$ cat src/rtl/idx_pkg.sv
package idx_pkg;
    localparam int DW = 16;
    localparam int BW = 8;

    typedef enum logic [2:0] {
        BASE_X = 3'd0, BASE_Y = 3'd1, BASE_U = 3'd2, BASE_S = 3'd3,
        BASE_PC = 3'd4, BASE_ABS = 3'd5
    } base_e;

    typedef enum logic [2:0] {
        OFF_NONE = 3'd0, OFF_C5 = 3'd1, OFF_C8 = 3'd2, OFF_C16 = 3'd3,
        OFF_ACCA = 3'd4, OFF_ACCB = 3'd5, OFF_ACCD = 3'd6
    } off_e;

    typedef enum logic [2:0] {
        UPD_NONE = 3'd0, UPD_INC1 = 3'd1, UPD_INC2 = 3'd2,
        UPD_DEC1 = 3'd3, UPD_DEC2 = 3'd4
    } upd_e;

    typedef enum logic [1:0] {
        ST_IDLE = 2'd0, ST_RDHI = 2'd1, ST_RDLO = 2'd2
    } state_e;

    typedef struct packed {
        state_e          st;
        logic [BW-1:0]   hi;
        logic            pend_wb;
        logic            mem_req;
        logic [DW-1:0]   mem_addr;
        logic            done;
        logic            err;
        logic [DW-1:0]   ea;
        logic            wb_en;
        logic [1:0]      wb_sel;
        logic [DW-1:0]   wb_val;
    } unit_state_t;
endpackage

$ cat src/rtl/idx_mode_check.sv
module idx_mode_check
    import idx_pkg::*;
(
    input  logic [2:0] base_sel,
    input  logic [2:0] off_kind,
    input  logic [2:0] upd_kind,
    input  logic       indirect,
    output logic       legal
);
    base_e b;
    off_e  o;
    upd_e  u;
    logic  step_one;

    always_comb begin
        b = base_e'(base_sel);
        o = off_e'(off_kind);
        u = upd_e'(upd_kind);
        step_one = (u == UPD_INC1) || (u == UPD_DEC1);
        legal = 1'b0;
        if (base_sel <= 3'd3) begin
            if (upd_kind > 3'd4) begin
                legal = 1'b0;
            end else if (u != UPD_NONE) begin
                legal = (o == OFF_NONE) && !(indirect && step_one);
            end else begin
                legal = (off_kind <= 3'd6);
            end
        end else if (b == BASE_PC) begin
            legal = (u == UPD_NONE) && ((o == OFF_C8) || (o == OFF_C16));
        end else if (b == BASE_ABS) begin
            legal = (u == UPD_NONE) && (o == OFF_C16) && indirect;
        end
    end
endmodule

$ cat src/rtl/idx_offset_gen.sv
module idx_offset_gen
    import idx_pkg::*;
#(
    parameter int W    = DW,
    parameter int AW   = BW,
    parameter int SHRT = 5
) (
    input  logic [2:0]   off_kind,
    input  logic [W-1:0] const_off,
    input  logic [AW-1:0] acc_a,
    input  logic [AW-1:0] acc_b,
    output logic [W-1:0] off_val
);
    localparam int EXT_S = W - SHRT;
    localparam int EXT_A = W - AW;

    logic [W-1:0] c_short, c_byte, a_ext, b_ext;

    always_comb begin
        c_short = {{EXT_S{const_off[SHRT-1]}}, const_off[SHRT-1:0]};
        c_byte  = {{EXT_A{const_off[AW-1]}},   const_off[AW-1:0]};
        a_ext   = {{EXT_A{acc_a[AW-1]}}, acc_a};
        b_ext   = {{EXT_A{acc_b[AW-1]}}, acc_b};
        case (off_e'(off_kind))
            OFF_C5:   off_val = c_short;
            OFF_C8:   off_val = c_byte;
            OFF_C16:  off_val = const_off;
            OFF_ACCA: off_val = a_ext;
            OFF_ACCB: off_val = b_ext;
            OFF_ACCD: off_val = {acc_a, acc_b};
            default:  off_val = '0;
        endcase
    end
endmodule

$ cat src/rtl/idx_ea_calc.sv
module idx_ea_calc
    import idx_pkg::*;
#(
    parameter int W = DW
) (
    input  logic [2:0]   base_sel,
    input  logic [2:0]   upd_kind,
    input  logic [W-1:0] reg_x,
    input  logic [W-1:0] reg_y,
    input  logic [W-1:0] reg_u,
    input  logic [W-1:0] reg_s,
    input  logic [W-1:0] reg_pc,
    input  logic [W-1:0] off_val,
    output logic [W-1:0] ptr,
    output logic [W-1:0] upd_val,
    output logic         upd_on
);
    logic [W-1:0] base_v;
    logic [W-1:0] step;
    logic [W-1:0] stepped_up, stepped_dn;

    always_comb begin
        case (base_e'(base_sel))
            BASE_X:  base_v = reg_x;
            BASE_Y:  base_v = reg_y;
            BASE_U:  base_v = reg_u;
            BASE_S:  base_v = reg_s;
            BASE_PC: base_v = reg_pc;
            default: base_v = '0;
        endcase

        case (upd_e'(upd_kind))
            UPD_INC1, UPD_DEC1: step = W'(1);
            UPD_INC2, UPD_DEC2: step = W'(2);
            default:            step = '0;
        endcase

        stepped_up = base_v + step;
        stepped_dn = base_v - step;

        case (upd_e'(upd_kind))
            UPD_INC1, UPD_INC2: begin
                ptr     = base_v;
                upd_val = stepped_up;
                upd_on  = 1'b1;
            end
            UPD_DEC1, UPD_DEC2: begin
                ptr     = stepped_dn;
                upd_val = stepped_dn;
                upd_on  = 1'b1;
            end
            default: begin
                ptr     = base_v + off_val;
                upd_val = base_v;
                upd_on  = 1'b0;
            end
        endcase
    end
endmodule

$ cat src/rtl/idx_addr_unit.sv
module idx_addr_unit
    import idx_pkg::*;
(
    input  logic        clk,
    input  logic        rst_n,
    input  logic        start,
    input  logic [2:0]  base_sel,
    input  logic [2:0]  off_kind,
    input  logic [2:0]  upd_kind,
    input  logic        indirect,
    input  logic [15:0] const_off,
    input  logic [15:0] reg_x,
    input  logic [15:0] reg_y,
    input  logic [15:0] reg_u,
    input  logic [15:0] reg_s,
    input  logic [15:0] reg_pc,
    input  logic [7:0]  acc_a,
    input  logic [7:0]  acc_b,
    input  logic [7:0]  mem_rdata,
    output logic        mem_req,
    output logic [15:0] mem_addr,
    output logic        busy,
    output logic        done,
    output logic        err,
    output logic [15:0] ea,
    output logic        wb_en,
    output logic [1:0]  wb_sel,
    output logic [15:0] wb_val
);
    logic          legal;
    logic [DW-1:0] off_val;
    logic [DW-1:0] ptr;
    logic [DW-1:0] upd_val;
    logic          upd_on;

    unit_state_t q, d;

    idx_mode_check chk_i (
        .base_sel (base_sel),
        .off_kind (off_kind),
        .upd_kind (upd_kind),
        .indirect (indirect),
        .legal    (legal)
    );

    idx_offset_gen #(.W(DW), .AW(BW), .SHRT(5)) off_i (
        .off_kind  (off_kind),
        .const_off (const_off),
        .acc_a     (acc_a),
        .acc_b     (acc_b),
        .off_val   (off_val)
    );

    idx_ea_calc #(.W(DW)) ea_i (
        .base_sel (base_sel),
        .upd_kind (upd_kind),
        .reg_x    (reg_x),
        .reg_y    (reg_y),
        .reg_u    (reg_u),
        .reg_s    (reg_s),
        .reg_pc   (reg_pc),
        .off_val  (off_val),
        .ptr      (ptr),
        .upd_val  (upd_val),
        .upd_on   (upd_on)
    );

    always_comb begin
        d         = q;
        d.done    = 1'b0;
        d.err     = 1'b0;
        d.wb_en   = 1'b0;
        d.mem_req = 1'b0;
        case (q.st)
            ST_IDLE: begin
                if (start) begin
                    if (!legal) begin
                        d.done = 1'b1;
                        d.err  = 1'b1;
                    end else if (indirect) begin
                        d.st       = ST_RDHI;
                        d.mem_req  = 1'b1;
                        d.mem_addr = ptr;
                        d.pend_wb  = upd_on;
                        d.wb_sel   = base_sel[1:0];
                        d.wb_val   = upd_val;
                    end else begin
                        d.done    = 1'b1;
                        d.ea      = ptr;
                        d.wb_en   = upd_on;
                        d.pend_wb = 1'b0;
                        d.wb_sel  = base_sel[1:0];
                        d.wb_val  = upd_val;
                    end
                end
            end
            ST_RDHI: begin
                d.hi       = mem_rdata;
                d.mem_req  = 1'b1;
                d.mem_addr = q.mem_addr + DW'(1);
                d.st       = ST_RDLO;
            end
            ST_RDLO: begin
                d.ea      = {q.hi, mem_rdata};
                d.done    = 1'b1;
                d.wb_en   = q.pend_wb;
                d.pend_wb = 1'b0;
                d.st      = ST_IDLE;
            end
            default: d.st = ST_IDLE;
        endcase
    end

    always_ff @(posedge clk) begin
        if (!rst_n) begin
            q <= '0;
        end else begin
            q <= d;
        end
    end

    assign mem_req  = q.mem_req;
    assign mem_addr = q.mem_addr;
    assign busy     = (q.st != ST_IDLE);
    assign done     = q.done;
    assign err      = q.err;
    assign ea       = q.ea;
    assign wb_en    = q.wb_en;
    assign wb_sel   = q.wb_sel;
    assign wb_val   = q.wb_val;


    err_no_wb_chk: assert property (@(posedge clk) disable iff (!rst_n)
        err |-> (done && !wb_en && !mem_req));


    wb_with_done_chk: assert property (@(posedge clk) disable iff (!rst_n)
        wb_en |-> (done && !err));


    lo_byte_next_chk: assert property (@(posedge clk) disable iff (!rst_n)
        (mem_req && $past(mem_req)) |-> (mem_addr == $past(mem_addr) + 16'd1));


    fetch_ends_done_chk: assert property (@(posedge clk) disable iff (!rst_n)
        $fell(mem_req) |-> done);


    busy_no_done_chk: assert property (@(posedge clk) disable iff (!rst_n)
        (busy && $past(busy)) |-> !done);


    idle_after_done_chk: assert property (@(posedge clk) disable iff (!rst_n)
        (done && !busy) |-> !mem_req);
endmodule

$ cat config.mk
export PLATFORM = sky130hd
export DESIGN_NAME = idx_addr_unit
export DESIGN_NICKNAME = d
export VERILOG_FILES = /design/src/rtl/idx_pkg.sv /design/src/rtl/idx_mode_check.sv /design/src/rtl/idx_offset_gen.sv /design/src/rtl/idx_ea_calc.sv /design/src/rtl/idx_addr_unit.sv
export SDC_FILE = /design/constraint.sdc
export NUM_CORES = 1
export LEC_CHECK = 0
export BUFFER_PORTS_ARGS = -buffer_cell sky130_fd_sc_hd__buf_2
export CAP_MARGIN = 5
export CELL_PAD_IN_SITES_DETAIL_PLACEMENT = 1
export CELL_PAD_IN_SITES_GLOBAL_PLACEMENT = 2
export CORE_MARGIN = 1.5
export CORE_UTILIZATION = 32
export CTS_CLUSTER_SIZE = 40
export DETAILED_ROUTE_END_ITERATION = 7
export PLACE_DENSITY_LB_ADDON = 0.1
export SLEW_MARGIN = 10
export SYNTH_ARGS = -nofsm -noshare
export SYNTH_HDL_FRONTEND = slang
export SYNTH_HIERARCHICAL = 1
export SYNTH_SLANG_ARGS = --single-unit
$ cat constraint.sdc
create_clock -name clk -period 10.4 [get_ports clk]
set_input_delay 1.56 -clock clk [delete_from_list [all_inputs] [get_ports clk]]
set_output_delay 1.56 -clock clk [all_outputs]
set_load 0.01 [all_outputs]
==> key figures, run 1 <==
Die
  – Die height: 150 um
  – Initial Util: 32.7%
  – Die span in x: 150 um
  – Core area: 21,100 um^2
  – I/O pins: 188
  – Die area: 22,400 um^2
  – Number of core rows: 53

Critical path
  – Crit path max fanout: 31
  – Arrival time worst endpoint: 6.55 ns
  – Worst path slowest cell: nor2b_1
  – Most used cell, CP: nor2b_1
  – Kind of critical path: input pin to flop
  – Critical path, cell by cell: buf_2 > nor2b_1 > a22oi_1 > o22a_1 > inv_1 > ha_1 > a21o_1 > a211o_1 > nor2b_1 > nand4_2 > or3_1 > nand3_1 > o221ai_1 > a22o_1 > a221o_1
  – Startpoint Class: input pin
  – Worst Setup End Kind: flop
  – Worst path bufs/invs: 2
  – CP peak stage delay: 0.83 ns
  – CP Data Required Time: 10.63 ns
  – Family with the most delay on the worst path: simple AND/OR/NAND/NOR gates

Yosys
  – Area fraction of the dominant cell type after synthesis: 18.9%
  – Sequential-to-total area share from yosys stat: 18.9%
  – #FFs+latches synth: 65
  – Ys async rst share: 0%
  – Cell count after synthesis: 925
  – Synth warn: 6
  – Syn_area_per_cell: 7.45 um^2
  – Commonest cells post-synth: nand2_1, a21oi_1, nor2_1
  – Synth area leaders: dfxtp_1, buf_4, nand2_1
  – Area leader, netlist: dfxtp_1
  – Top-count cell post-synth: nand2_1
  – Syn Std Cell Area: 6890 um^2
  – Post-synth EDFFs: 0
  – Yosys cell types: 96
  – Post-synthesis net count: 1,082
  – Top_reg_cell synth: dfxtp_1

Clocking
  – CTS tree: yes
  – Hold buffers post-CTS: 0
  – CTS Buf Count: 9
  – Root buffer cell: clkbuf_16
  – Buffer depth of the longest clock path: 2
  – Clock sink count: 65
  – Clock Latency Late Sink: 0.34 ns
  – # resized after CTS: 0
  – H-tree Lvls: 3
  – Clock Pin Slew Worst Setup and Hold Paths: 0.06 ns
  – Post-CTS Setup Bufs: 0

Global route
  – Vias in the first global route: 7,323
  – Gr ovfl total: 0
  – Tot GR Track Use: 25.4%
  – Largest net degree at the start of global routing: 46
  – Initial antenna violation count: 0
  – First-pass GRT wire length: 43,800 um

Placement
  – Port buffer count: 187
  – Global placer's final weighted congestion: 0.869
  – Post-DP HPWL: 22,100 um

Final layout
  – Area Growth Syn to Fin: 14.7%
  – Antenna cells: 0
  – Share of layout cells above drive strength 1: 25.8%
  – Nets: 1,183

Status
  – Status: completed

Timing
  – Hold Worst Slack: 0.452 ns
  – Final Skew: 0.00674 ns
  – RSZ-0062 raised after global routing: false
  – Endpoints failing setup: 0
  – Share of the clock period used by the worst path: 60.9%
  – Fmax: 158 MHz
  – Rel. slew slack: 20.8%
  – Final Hold Vio Count: 0
  – Final Max Tran Viols: 0
  – Worst Tran Pin Value: 1.18 ns
  – Min cycle time layout: 6.33 ns
  – Final TNS setup: 0 ns

Drt
  – Antenna Violating Nets Remaining: 0
  – Routed wire per std cell: 21.8 um
  – Drt pass-1 iters: 5
  – Via density: 5.73
  – Final wirelength: 28,500 um
  – DR DRC count: 0
  – Initial detailed-routing violation count: 448
  – Vias: 7,482

Min path
  – Hold Crit Class: flop to flop

Pwr
  – Lkg Pwr: 3.39 nW
  – Peak supply drop: 0.0000660 V
  – PwrDens: 118 nW/um^2

Flow run
  – Max Cap Viol: 0
==> state kept, by name (all words and copies together) (netlist names) <==
signal    flops
wb_val       16
wb_en         1
q            11
err           1
mem_addr     16
ea           16
wb_sel        2
mem_req       1
done          1
==> final timing paths <==
| kind | startpoint | depth (start not counted) | endpoint | slack (ns) |
|---|---|---|---|---|
| worst max-delay path | base_sel[2] | 15 | mem_addr[13] | 4.07 |
| worst min-delay path | wb_sel[0] | 2 | wb_sel[0] | 0.45 |
| worst max register to register | q[63] | 4 | mem_addr[7] | 8.00 |
| worst min register to register | wb_sel[0] | 2 | wb_sel[0] | 0.45 |
==> kinds of logic (layout without fill, tap and decap cells) <==
group | count (synthesis) | count (layout) | synth area share (%)
compound gates | 306 | 306 | 32.6
xor+xnor | 29 | 29 | 3.69
fa+ha+maj | 24 | 24 | 4.69
flops | 65 | 65 | 18.9
buf+inv | 139 | 245 | 11.6
simple gates | 332 | 332 | 24.0
mux | 30 | 30 | 4.52
==> metrics by stage <==
stage / instance area, um^2 / std cells / utilization (%) / setup slack [ns] / total power, mW
floorplan: 6890 / 925 / - / 5.22 / 0.477
global placement: 7570 / 1290 / 35.9 / 3.94 / 0.593
detailed placement: 7570 / 1290 / 35.9 / 3.79 / 0.594
CTS: 7900 / 1306 / 37.5 / 4.13 / 0.932
global route: 7900 / 1306 / 37.5 / 3.73 / 0.976
finish: 7900 / 1306 / 37.5 / 4.07 / 0.929
==> area by class of cell <==
class                           count  area (um^2)
Timing Repair Buffer              198         1020
Tap cell                          275          344
Clock inverter                      6         91.3
Fill cell                        2684        13200
Clock buffer                       10          239
Sequential cell                    65         1300
Multi-Input combinational cell    721         4790
Inverter                           31          116
==> power breakdown <==
group / internal (mW) / total (mW) / switching, mW
sequential: 0.253 / 0.256 / 0.00341
combinational: 0.123 / 0.335 / 0.212
clock: 0.217 / 0.338 / 0.121
==> cells in the final DEF, fill, tap and decap left out, types with 6 or more instances in the layout <==
master and count:
buf_4 11, a21oi_1 85, a211o_1 6, xnor2_1 21, mux2_2 9, a222oi_1 9
nor2_1 75, mux2i_1 21, nand3b_1 8, o211ai_1 7, buf_2 187, o221ai_1 6
nand4_1 7, inv_1 22, nor2b_1 10, o21ai_0 40, nand2b_1 9, a221o_1 12
o21a_1 6, nand2_1 117, nor4_1 14, and3_1 6, a21o_1 10, o22ai_1 6
nor3_1 21, clkbuf_16 9, inv_2 8, a22oi_1 27, a31oi_1 7, or3_1 6
a211oi_1 9, a221oi_1 14, dfxtp_1 65, nand3_1 27, xor2_1 8, ha_1 21
==> worst register-to-register path, delay by kind of cell, from the launching register on <==
kind            cells  cell delay (ns)
flops               1             0.62
compound gates      2             0.41
simple gates        2             1.29
==> routing by layer <==
layer / track usage [%] / vias up / wire, um
li1: - / 3602 / -
met1: 37.7 / 3598 / 14200
met2: 37.5 / 258 / 11700
met3: 4.27 / 24 / 1930
met4: 6.72 / 0 / 650
met5: 0 / - / 0
Note: power is estimated with default switching activity, not from simulation.
==> run 2: changes to the inputs <==
CORE_UTILIZATION = 30   (was 32)
clock period = 5.9 ns   (was 10.4 ns; I/O delays follow)
==> run 2 against run 1 <==
Via count up 1.6%. Worst hold slack worse by 0.0029 ns. Clock power up 43%. Wire length up 3.2%. Register-to-register slack worse by 4.5 ns. Non-clock buffer count up 20. Critical path depth up 1. Setup slack worse by 3.2 ns. Clock skew up 0.0022 ns. Highest routed layer unchanged.
==> key figures, run 2 (synthesis results as in run 1) <==
Final layout
  – Cell Count, Final, Fillers Out: 1,335
  – Commonest non-fill, non-tap cells in the layout: buf_2, nand2_1, a21oi_1
  – Fillers: 2,868
  – Design Area, Final: 8000 um^2
  – Nets: 1,203
  – Antenna cells: 0
  – Share of layout cells above drive strength 1: 27.0%
  – Area Growth Syn to Fin: 16.1%
  – Most common cell after layout, fill and taps aside: buf_2

Critical path
  – Arrival time worst endpoint: 5.31 ns
  – Kind of critical path: input pin to flop
  – Crit path max fanout: 18
  – CP Data Required Time: 6.15 ns
  – Startpoint Class: input pin
  – Worst Setup End Kind: flop

Timing
  – Rel. slew slack: 16.6%
  – Share of the clock period used by the worst path: 85.7%
  – RSZ-0062 raised after global routing: false
  – Hold Worst Slack: 0.449 ns
  – Final TNS setup: 0 ns
  – Final Hold Vio Count: 0
  – Min cycle time layout: 5.06 ns
  – Worst Tran Pin Value: 1.23 ns
  – Fmax: 198 MHz
  – Final Max Tran Viols: 0
  – Endpoints failing setup: 0
  – Final Skew: 0.00891 ns

Die
  – Die area: 23,900 um^2
  – Die span in x: 155 um
  – Number of core rows: 55
  – Core area: 22,600 um^2
  – I/O pins: 188
  – Die height: 155 um
  – Initial Util: 30.5%

Clocking
  – Clock Pin Slew Worst Setup and Hold Paths: 0.05 ns
  – # resized after CTS: 0
  – CTS tree: yes
  – Clock sink count: 65
  – Post-CTS Setup Bufs: 0
  – H-tree Lvls: 3
  – Buffer depth of the longest clock path: 2
  – CTS Buf Count: 9
  – Root buffer cell: clkbuf_16
  – Clock Latency Late Sink: 0.33 ns
  – Hold buffers post-CTS: 0

Global route
  – Largest net degree at the start of global routing: 46
  – Vias in the first global route: 7,494
  – Gr ovfl total: 0
  – Initial antenna violation count: 0
  – First-pass GRT wire length: 45,500 um
  – Tot GR Track Use: 24.6%

Pwr
  – Peak supply drop: 0.000102 V
  – Lkg Pwr: 3.46 nW
  – Total power: 1.54 mW
  – PwrDens: 193 nW/um^2

Drt
  – Drt pass-1 iters: 7
  – Vias: 7,605
  – Initial detailed-routing violation count: 497
  – Antenna Violating Nets Remaining: 0
  – Routed wire per std cell: 22.0 um
  – Via density: 5.70
  – DR DRC count: 0
  – Final wirelength: 29,400 um

Status
  – Status: completed

Placement
  – Placed cells: 1,320
  – Port buffer count: 187
  – Global placer's final weighted congestion: 0.870
  – DP Area: 7740 um^2
  – Post-DP HPWL: 23,200 um

Flow run
  – Max Cap Viol: 0

Min path
  – Hold Crit Class: flop to flop
-- run 2: cell count changes in the layout (fill, tap and decap cells not counted) --
cell        previous run  this run
buf_4                 11        31
bufinv_16              2         0
clkbuf_1               0         2
clkinv_2               0         2
clkinv_4               1         0
clkinvlp_4             3         1
o21bai_1               4         3
o21bai_2               0         1
o311ai_0               3         2
o311ai_1               0         1
-- run 2: stage by stage --
step	setup WS, ns	util (%)
floorplan	1.40	-
global placement	0.628	34.3
detailed placement	0.650	34.3
CTS	0.996	35.4
global route	0.560	35.4
finish	0.842	35.4
-- run 2: cell type report --
| type | instances | area, um^2 | area share [%] |
|---|---|---|---|
| clock buffer | 12 | 246 | 3.08 |
| clock inverter | 3 | 17.5 | 0.219 |
| inverter | 31 | 116 | 1.45 |
| multi-input combinational | 721 | 4790 | 59.9 |
| sequential | 65 | 1300 | 16.3 |
| tap | 285 | 357 | 4.46 |
| timing repair buffer | 218 | 1170 | 14.6 |
-- run 2: worst max-delay path: stages --
cell and delay, ns:
buf_2 0.38, nor2b_1 0.23, buf_4 0.21, a22oi_1 0.11, o22a_1 0.26, inv_1 0.12
ha_1 0.18, inv_1 0.05, fa_1 0.46, nand3b_1 0.36, nor4_1 0.66, nand2_1 0.14
o311ai_0 0.83, buf_4 0.23, nand2_1 0.05, a21oi_1 0.14
-- run 2: report_power, final --
part           internal [mW]  total, mW  switching [mW]
clock                  0.292      0.483           0.191
combinational          0.231      0.606           0.375
sequential             0.446      0.452         0.00627
-- run 2: final timing paths --
check / from / end / slack [ns] / cells after the start
hold reg to reg: wb_val[1] / wb_val[1] / 0.45 / 2
setup reg to reg: q[64] / wb_en / 3.48 / 4
hold / removal: wb_val[1] / wb_val[1] / 0.45 / 2
setup / recovery: base_sel[2] / wb_val[10] / 0.84 / 16
-- run 2: metal layers --
layer	GRT usage, %	wire, um	vias up
met5	0	0	-
met4	6.64	661	0
met3	3.73	1590	26
met2	37.9	12700	262
met1	35.4	14500	3681
li1	-	-	3636
==> run 3: changes to the inputs <==
CORE_UTILIZATION = 27   (was 30)
GPL_ROUTABILITY_DRIVEN = 0   (was default)
clock period = 4.4 ns   (was 5.9 ns; I/O delays follow)
==> run 3 against run 2 <==
Clock-buffer cell count is 1 higher. Register-to-register slack worse by 1.3 ns. Die area rose by 11%. Highest routed layer unchanged. Sequential share of layout area fell by 1.3 points. Combinational power up 53%. Non-clock buffer count is 74 higher.
==> key figures, run 3 (synthesis results as in run 1) <==
Die
  – Number of core rows: 58
  – Die span in x: 163 um
  – Initial Util: 27.4%
  – Core area: 25,100 um^2
  – Die height: 163 um
  – Die area: 26,500 um^2
  – I/O pins: 188

Critical path
  – Crit Reg-Reg Endpoint: mem_addr[6]
  – Worst path slowest cell: fa_1
  – Crit path max fanout: 8
  – CP peak stage delay: 0.42 ns
  – FF-to-FF path depth: 4
  – Family with the most delay on the worst path: compound AO/OA/AOI/OAI gates
  – Most used cell, CP: buf_4
  – Startpoint Class: input pin
  – Worst Setup End Kind: flop
  – Reg2reg setup slack: 2.14 ns
  – Critical path, cell by cell: clkbuf_4 > buf_4 > and2b_4 > a22oi_1 > o22a_1 > buf_4 > ha_1 > inv_1 > fa_1 > a211oi_2 > buf_4 > nand4bb_1 > buf_4 > nor4_4 > xnor2_1 > nand2_1 > o221ai_1 > a32o_1 > a21o_1
  – Reg2reg start: q[64]
  – CP Data Required Time: 4.63 ns
  – Worst path bufs/invs: 6
  – Kind of critical path: input pin to flop
  – Arrival time worst endpoint: 4.38 ns

Pwr
  – Internal: 1.39 mW
  – Seq pwr share: 27.5%
  – Total power: 2.20 mW
  – Sw power: 0.809 mW
  – Lkg Pwr: 3.85 nW
  – Logic gate share of total power: 42.1%
  – Peak supply drop: 0.000130 V
  – PwrDens: 254 nW/um^2
  – Switch share: 36.8%
  – Clock share of power: 30.4%

Drt
  – Routed wire per std cell: 21.5 um
  – Antenna Violating Nets Remaining: 0
  – Initial detailed-routing violation count: 480
  – Drt pass-1 iters: 6
  – Final wirelength: 31,300 um
  – Vias: 7,858
  – Via density: 5.40
  – DR DRC count: 0

Placement
  – Port buffer count: 187
  – DP Area: 8370 um^2
  – Placed cells: 1,439
  – Post-DP HPWL: 25,300 um

Final layout
  – Most common cell after layout, fill and taps aside: buf_2
  – Design Area, Final: 8670 um^2
  – Share of layout cells above drive strength 1: 32.1%
  – Commonest non-fill, non-tap cells in the layout: buf_2, nand2_1, buf_4
  – Cell Count, Final, Fillers Out: 1,455
  – Core Util, Final: 34.5%
  – Storage cell area: 1300 um^2
  – Fillers: 3,204
  – Antenna cells: 0
  – Area of the multi-input gates: 4810 um^2
  – Nets: 1,277
  – Area Growth Syn to Fin: 25.9%

Global route
  – Initial antenna violation count: 0
  – Vias in the first global route: 7,710
  – Gr ovfl total: 0
  – Largest net degree at the start of global routing: 46
  – Tot GR Track Use: 23.6%
  – First-pass GRT wire length: 47,500 um

Clocking
  – Clock Pin Slew Worst Setup and Hold Paths: 0.05 ns
  – H-tree Lvls: 3
  – Post-CTS Setup Bufs: 0
  – CTS tree: yes
  – Clock sink count: 65
  – Buffer depth of the longest clock path: 2
  – Hold buffers post-CTS: 0
  – Root buffer cell: clkbuf_16
  – CTS Buf Count: 9
  – Clock Latency Late Sink: 0.33 ns

Timing
  – Hold Worst Slack: 0.450 ns
  – Fmax: 241 MHz
  – Worst Tran Pin Value: 1.07 ns
  – Endpoints failing setup: 0
  – Min cycle time layout: 4.15 ns
  – Final Max Tran Viols: 0
  – Final Hold Vio Count: 0
  – Final Skew: 0.00652 ns
  – Share of the clock period used by the worst path: 94.4%
  – Rel. slew slack: 27.5%

Status
  – Status: completed

Flow run
  – Max Cap Viol: 0

Min path
  – Min-delay src: wb_sel[0]
  – Hold Crit Class: flop to flop
  – Hold Path Depth: 2
  – Hold Path End: wb_sel[0]
run 3: worst max-delay path by stage:
stage,startpoint,end,slack (ns),cells after the start
finish,base_sel[0],mem_addr[12],0.25,19
global route,base_sel[0],ea[12],-0.05,20
CTS,base_sel[0],mem_addr[12],0.16,20
detailed placement,base_sel[0],mem_addr[12],-0.18,20
global placement,base_sel[0],mem_addr[12],-0.09,19
floorplan,base_sel[0],mem_addr[13],0.12,18
run 3: cell type report:
class / count / share of cell area [%]
clock inverter: 3 / 0.173
inverter: 31 / 1.34
clock buffer: 13 / 3.00
multi-input combinational: 721 / 55.5
sequential: 65 / 15.0
timing repair buffer: 292 / 20.2
tap: 330 / 4.76
run 3: metal layers:
metal | vias up | GRT usage, % | routed length [um]
li1 | 3787 | - | -
met1 | 3794 | 34.3 | 15600
met2 | 252 | 35.9 | 13300
met3 | 25 | 3.92 | 1760
met4 | 0 | 5.55 | 680
met5 | - | 0 | 0
run 3: power groups by stage:
stage,Combinational (mW),Clock (mW),Sequential [mW]
2_1_floorplan,0.511,0,0.616
4_1_cts,0.919,0.685,0.606
5_1_grt,1.01,0.712,0.607
3_3_place_gp,0.913,0,0.619
3_5_place_dp,0.914,0,0.619
6_report,0.926,0.669,0.606
run 3: timing repair:
item                       in CTS  in global routing
hold endpoints to repair        0                  0
resized for setup               0                  4
setup endpoints to repair       0                  6
run 3: stage by stage:
step	setup TNS (ns)	setup WS, ns
5_1_grt	-0.0676	-0.0494
3_5_place_dp	-0.652	-0.181
3_3_place_gp	-0.250	-0.0905
4_1_cts	0	0.165
6_report	0	0.245
2_1_floorplan	0	0.120
run 3: worst reg2reg max path: stages (launching register included):
cell	delay (ns)
dfxtp_1	1.01
nand2b_1	0.63
or3_1	0.23
a2bb2oi_1	0.17
a21oi_1	0.08
